==> src/rtl/gpio_shared_irq_pkg.sv <==
package gpio_shared_irq_pkg;
  localparam int unsigned ADDR_W = 3;

  typedef enum logic [ADDR_W-1:0] {
    REG_DIR  = 3'd0,
    REG_OUT  = 3'd1,
    REG_PIN  = 3'd2,
    REG_IEN  = 3'd3,
    REG_CTRL = 3'd4
  } reg_addr_e;

  localparam int unsigned CTRL_EN_BIT  = 0;
  localparam int unsigned CTRL_CLR_BIT = 1;
  localparam logic [1:0]  CTRL_RST_VAL = 2'b10;
endpackage

==> src/rtl/gpio_sync.sv <==
module gpio_sync #(
  parameter int unsigned WIDTH = 16
) (
  input  logic             clk_i,
  input  logic             rst_ni,
  input  logic [WIDTH-1:0] d_i,
  output logic [WIDTH-1:0] q_o
);
  logic [WIDTH-1:0] meta_q, sync_q;

  always_ff @(posedge clk_i or negedge rst_ni) begin
    if (!rst_ni) begin
      meta_q <= '0;
      sync_q <= '0;
    end else begin
      meta_q <= d_i;
      sync_q <= meta_q;
    end
  end

  assign q_o = sync_q;
endmodule

==> src/rtl/gpio_mask_reg.sv <==
module gpio_mask_reg #(
  parameter int unsigned WIDTH = 16
) (
  input  logic             clk_i,
  input  logic             rst_ni,
  input  logic             clr_i,
  input  logic             we_i,
  input  logic [WIDTH-1:0] mask_i,
  input  logic [WIDTH-1:0] val_i,
  output logic [WIDTH-1:0] q_o
);
  logic [WIDTH-1:0] q;

  for (genvar b = 0; b < WIDTH; b++) begin : g_bit
    always_ff @(posedge clk_i or negedge rst_ni) begin
      if (!rst_ni)                q[b] <= 1'b0;
      else if (clr_i)             q[b] <= 1'b0;
      else if (we_i && mask_i[b]) q[b] <= val_i[b];
    end
  end

  assign q_o = q;
endmodule

==> src/rtl/gpio_irq_merge.sv <==
module gpio_irq_merge #(
  parameter int unsigned WIDTH = 8
) (
  input  logic [WIDTH-1:0] lvl_i,
  input  logic [WIDTH-1:0] en_i,
  output logic             irq_o
);
  logic [WIDTH-1:0] gated;

  for (genvar k = 0; k < WIDTH; k++) begin : g_gate
    assign gated[k] = lvl_i[k] & en_i[k];
  end

  assign irq_o = |gated;
endmodule

==> src/rtl/gpio_shared_irq.sv <==
module gpio_shared_irq
  import gpio_shared_irq_pkg::*;
#(
  parameter int unsigned NUM_PINS  = 16,
  parameter int unsigned SHARED_LO = 8
) (
  input  logic                  clk_i,
  input  logic                  rst_ni,
  input  logic                  wr_en_i,
  input  logic [ADDR_W-1:0]     addr_i,
  input  logic [2*NUM_PINS-1:0] wdata_i,
  output logic [2*NUM_PINS-1:0] rdata_o,
  input  logic [NUM_PINS-1:0]   pin_i,
  output logic [NUM_PINS-1:0]   pin_o,
  output logic [NUM_PINS-1:0]   pin_oe_o,
  output logic                  irq_o
);
  localparam int unsigned DW = 2 * NUM_PINS;
  localparam int unsigned IW = NUM_PINS - SHARED_LO;

  logic [1:0]          ctrl_q;
  logic [NUM_PINS-1:0] pin_sync, pin_state, dir_q, out_q;
  logic [IW-1:0]       ien_q;
  logic                en, clr, wr_ok;
  logic                we_dir, we_out, we_ien;

  assign en    = ctrl_q[CTRL_EN_BIT];
  assign clr   = ctrl_q[CTRL_CLR_BIT];
  assign wr_ok = wr_en_i & en & ~clr;

  assign we_dir = wr_ok && (addr_i == REG_DIR);
  assign we_out = wr_ok && (addr_i == REG_OUT);
  assign we_ien = wr_ok && (addr_i == REG_IEN);

  // control is reachable in every state so the block can be woken
  always_ff @(posedge clk_i or negedge rst_ni) begin
    if (!rst_ni)                              ctrl_q <= CTRL_RST_VAL;
    else if (wr_en_i && addr_i == REG_CTRL)   ctrl_q <= wdata_i[1:0];
  end

  gpio_sync #(.WIDTH(NUM_PINS)) u_sync (
    .clk_i  (clk_i),
    .rst_ni (rst_ni),
    .d_i    (pin_i),
    .q_o    (pin_sync)
  );

  always_ff @(posedge clk_i or negedge rst_ni) begin
    if (!rst_ni)  pin_state <= '0;
    else if (en)  pin_state <= pin_sync;
  end

  gpio_mask_reg #(.WIDTH(NUM_PINS)) u_dir (
    .clk_i  (clk_i),
    .rst_ni (rst_ni),
    .clr_i  (clr),
    .we_i   (we_dir),
    .mask_i ({NUM_PINS{1'b1}}),
    .val_i  (wdata_i[NUM_PINS-1:0]),
    .q_o    (dir_q)
  );

  gpio_mask_reg #(.WIDTH(NUM_PINS)) u_out (
    .clk_i  (clk_i),
    .rst_ni (rst_ni),
    .clr_i  (clr),
    .we_i   (we_out),
    .mask_i (wdata_i[DW-1:NUM_PINS]),
    .val_i  (wdata_i[NUM_PINS-1:0]),
    .q_o    (out_q)
  );

  gpio_mask_reg #(.WIDTH(IW)) u_ien (
    .clk_i  (clk_i),
    .rst_ni (rst_ni),
    .clr_i  (clr),
    .we_i   (we_ien),
    .mask_i ({IW{1'b1}}),
    .val_i  (wdata_i[IW-1:0]),
    .q_o    (ien_q)
  );

  gpio_irq_merge #(.WIDTH(IW)) u_irq (
    .lvl_i (pin_state[NUM_PINS-1:SHARED_LO]),
    .en_i  (ien_q),
    .irq_o (irq_o)
  );

  always_comb begin
    rdata_o = '0;
    case (addr_i)
      REG_DIR:  rdata_o[NUM_PINS-1:0] = dir_q;
      REG_OUT:  rdata_o[NUM_PINS-1:0] = out_q;
      REG_PIN:  rdata_o[NUM_PINS-1:0] = pin_state;
      REG_IEN:  rdata_o[IW-1:0]       = ien_q;
      REG_CTRL: rdata_o[1:0]          = ctrl_q;
      default:  rdata_o = '0;
    endcase
  end

  assign pin_o    = out_q;
  assign pin_oe_o = dir_q;
endmodule

==> config.mk <==
export PLATFORM = sky130hd
export DESIGN_NAME = gpio_shared_irq
export DESIGN_NICKNAME = d
export VERILOG_FILES = /design/src/rtl/gpio_shared_irq_pkg.sv /design/src/rtl/gpio_sync.sv /design/src/rtl/gpio_mask_reg.sv /design/src/rtl/gpio_irq_merge.sv /design/src/rtl/gpio_shared_irq.sv
export SDC_FILE = /design/constraint.sdc
export NUM_CORES = 1
export LEC_CHECK = 0
export BUFFER_PORTS_ARGS = -buffer_cell sky130_fd_sc_hd__buf_4
export CORE_ASPECT_RATIO = 0.5
export CORE_UTILIZATION = 50
export DETAILED_ROUTE_END_ITERATION = 6
export HOLD_SLACK_MARGIN = 0.1
export MAX_ROUTING_LAYER = met4
export PLACE_DENSITY = 0.82
export SLEW_MARGIN = 20
export SYNTH_ARGS = -nofsm -noshare
export SYNTH_HDL_FRONTEND = slang
export SYNTH_SLANG_ARGS = --single-unit
==> constraint.sdc <==
create_clock -name clk_i -period 1.6 [get_ports clk_i]
set_input_delay 0.32 -clock clk_i [delete_from_list [all_inputs] [get_ports clk_i]]
set_output_delay 0.32 -clock clk_i [all_outputs]
set_load 0.02 [all_outputs]
==> results.toml <==
[power]
power_mw = 6.01
peakVddDrop_v = 0.000844
p_leak_nw = 3.01
power.density_mw_per_mm2 = 1010

[finish]
syn2layout_area_growth_pct = 43.8
layout_commonest_cell = "buf_4"
final_nets = 549
utilization_pct = 77.5
antenna_cells = 0
nFillCells = 493
final_cell_mix = "buf_4, dfrtp_1, nand2b_1"
drive_gt1_share_pct = 46.2

[setup_path]
crit_fanout = 2
rrSetupSlack_ps = 250
r2r-end = "u_dir.q_o[3]"
crit_path_end_kind = "primary output"
reg2reg_depth = 4
cpPeakStageDelay_ps = 480
path_buf_inv = 1
worst_path_dominant_cell_family = "multiplexers"
rr_startpoint = "ctrl_q[0]"
crit_slowest_cell = "mux4_2"
required_ps = 1280
crit_chain = "mux4_2 -> nor2b_4 -> buf_6"
critPathLaunchType = "register"
arrival_ps = 1490
setup.worst_path.class = "register to primary output"

[floorplanning]
std_cell_rows = 22
dieArea_mm2 = 0.00864
fp.dieH_um = 66.2
die_width_um = 130
coreArea_mm2 = 0.00765
start_util_pct = 53.9
pin_count = 119

[min_path]
hold_depth = 2
hold_path_end = "ctrl_q[1]"
min_from = "wdata_i[1]"
hp-class = "input pin to register"

[yosys]
synth_edf_count = 0
netlist_area_mm2 = 0.00413
async_reset_ff_share_pct = 100
synth_area_leaders = "dfrtp_1, mux2i_1, nand2b_1"
yosys.area.top_type = "dfrtp_1"
synth-seq-cells = 90
synth_top_area_share_pct = 54.0
yosysUniqueCellTypes = 33
netlist_instances = 330
ys_seq_area_share_pct = 54.6
syn_avg_cell_area_um2 = 12.5
yosys_warnings = 0
synth_ff_type = "dfrtp_1"

[cts]
clk_pin_slew_ps = 60
htree_levels = 3
ctsRootBufferMaster = "clkbuf_16"
clock-sinks = 90
cts_made_buffers = 9
cts_max_path_buffers = 2
tritoncts = "built"
clk_latency_ps = 340

[timing]
finalHoldViolCount = 0
fin_skew_ps = 3.51
fin_ws_ps = -214
rsz0062_at_grt = "yes"
drv_slew = 0
period_needed_ps = 1810
clock.fmax_mhz = 551
finalCritPeriodShare_pct = 113
setup_violations = 14

[routing]
first_pass_iters = 4
wirelength_um = 10300
drt.antenna.violating_nets = 0
routed_via_density = 5.09
drtIter0Drc = 152
vias = 3093
wire_per_inst_um = 17.0
drc = 0

[global_route]
antenna_found_initial = 0
grt_pass1_vias = 3195
grt_max_degree = 38
overflow = 0
groute.usage.overall_pct = 26.5
grt_pass1_wl_um = 16100

[placed_design]
dp_hpwl_um = 6900
io_buffers = 102
routabilityCongestion = 0.829

[outcome]
violations = "negative setup slack"
status = "finished with violations"

[run]
cap_violations = 0
-- worst register-to-register path: cells and delay by family, from the launching register on --
kind / cells / cell delay [ps]
AND/OR/NAND/NOR: 2 / 420
flip-flops: 1 / 400
multiplexers: 1 / 250
buffers and inverters: 1 / 190
-- cells in the mapped netlist (4+ instances only) --
cell type,instances
or2_2,8
nor2b_1,7
mux4_2,6
clkbuf_1,9
a21oi_1,9
buf_2,5
nand2_1,11
buf_4,16
nand2b_1,56
nand3_1,17
a22oi_1,4
buf_6,7
dfrtp_1,89
mux2i_1,49
mux2_2,19
-- final cells by class --
class                   count  area [um^2]  share of cell area (%)
flip-flops and latches     90         2250                    38.0
multi-input cells         216         1790                    30.2
repair buffers            177         1450                    24.4
clock buffers              10          229                    3.86
well taps                 108          135                    2.28
clock inverters             6         72.6                    1.22
inverters                   1         3.75                  0.0633
-- report_power, final --
part | switching [mW] | internal [mW]
clock network | 0.884 | 1.23
logic | 0.547 | 0.673
registers | 0.197 | 2.48
-- kinds of logic after synthesis --
| group | after synthesis | share of synthesized area [%] |
|---|---|---|
| compound gates | 18 | 2.64 |
| buf+inv | 39 | 6.43 |
| flops | 90 | 54.6 |
| mux | 74 | 20.4 |
| other cells | 1 | 0.0909 |
| simple gates | 108 | 15.9 |
-- how the worst max path moves through the flow --
stage,from,to,slack [ps],cells past startpoint
2_1_floorplan,addr_i[2],rdata_o[1],-3,3
3_3_place_gp,addr_i[0],rdata_o[10],-210,6
3_5_place_dp,addr_i[0],rdata_o[10],-270,6
4_1_cts,pin_state[2],rdata_o[2],-220,3
5_1_grt,pin_state[2],rdata_o[2],-250,3
6_report,pin_state[2],rdata_o[2],-210,3
-- metrics by stage --
| step | setup slack (ps) | TNS [ps] | hold WS (ps) | std cells | area, um^2 |
|---|---|---|---|---|---|
| after global routing | -248 | -2270 | 224 | 608 | 5930 |
| after CTS | -219 | -1660 | 220 | 604 | 5850 |
| after floorplan | -2.55 | -2.55 | 24.4 | 345 | 4210 |
| after global placement | -208 | -2270 | 307 | 536 | 5010 |
| final | -214 | -1400 | 232 | 608 | 5930 |
| after detailed placement | -266 | -2980 | 317 | 536 | 5010 |
-- what timing repair did --
action | in CTS | in global routing
buffers inserted | 35 | 4
setup endpoints to repair | 17 | 17
hold endpoints to repair | 49 | 0
pin swaps | 10 | 8
resized for setup | 29 | 14
hold buffers | 17 | 0
-- metal layers --
layer	GRT usage, %	vias to the layer above	part of all wire (%)
met5	-	-	0
met4	8.33	0	0.99
met3	5.74	12	6.0
met2	43.3	112	50
met1	33.5	1543	43
li1	-	1426	-
-- flip-flops by register name, summed over array words and instances, names as in the netlist --
name,cells
pin_state,16
u_ien.q_o,8
ctrl_q,2
u_sync.meta_q,16
u_sync.q_o,16
u_dir.q_o,16
u_out.q_o,16
Power figures use the tool's default switching activity.
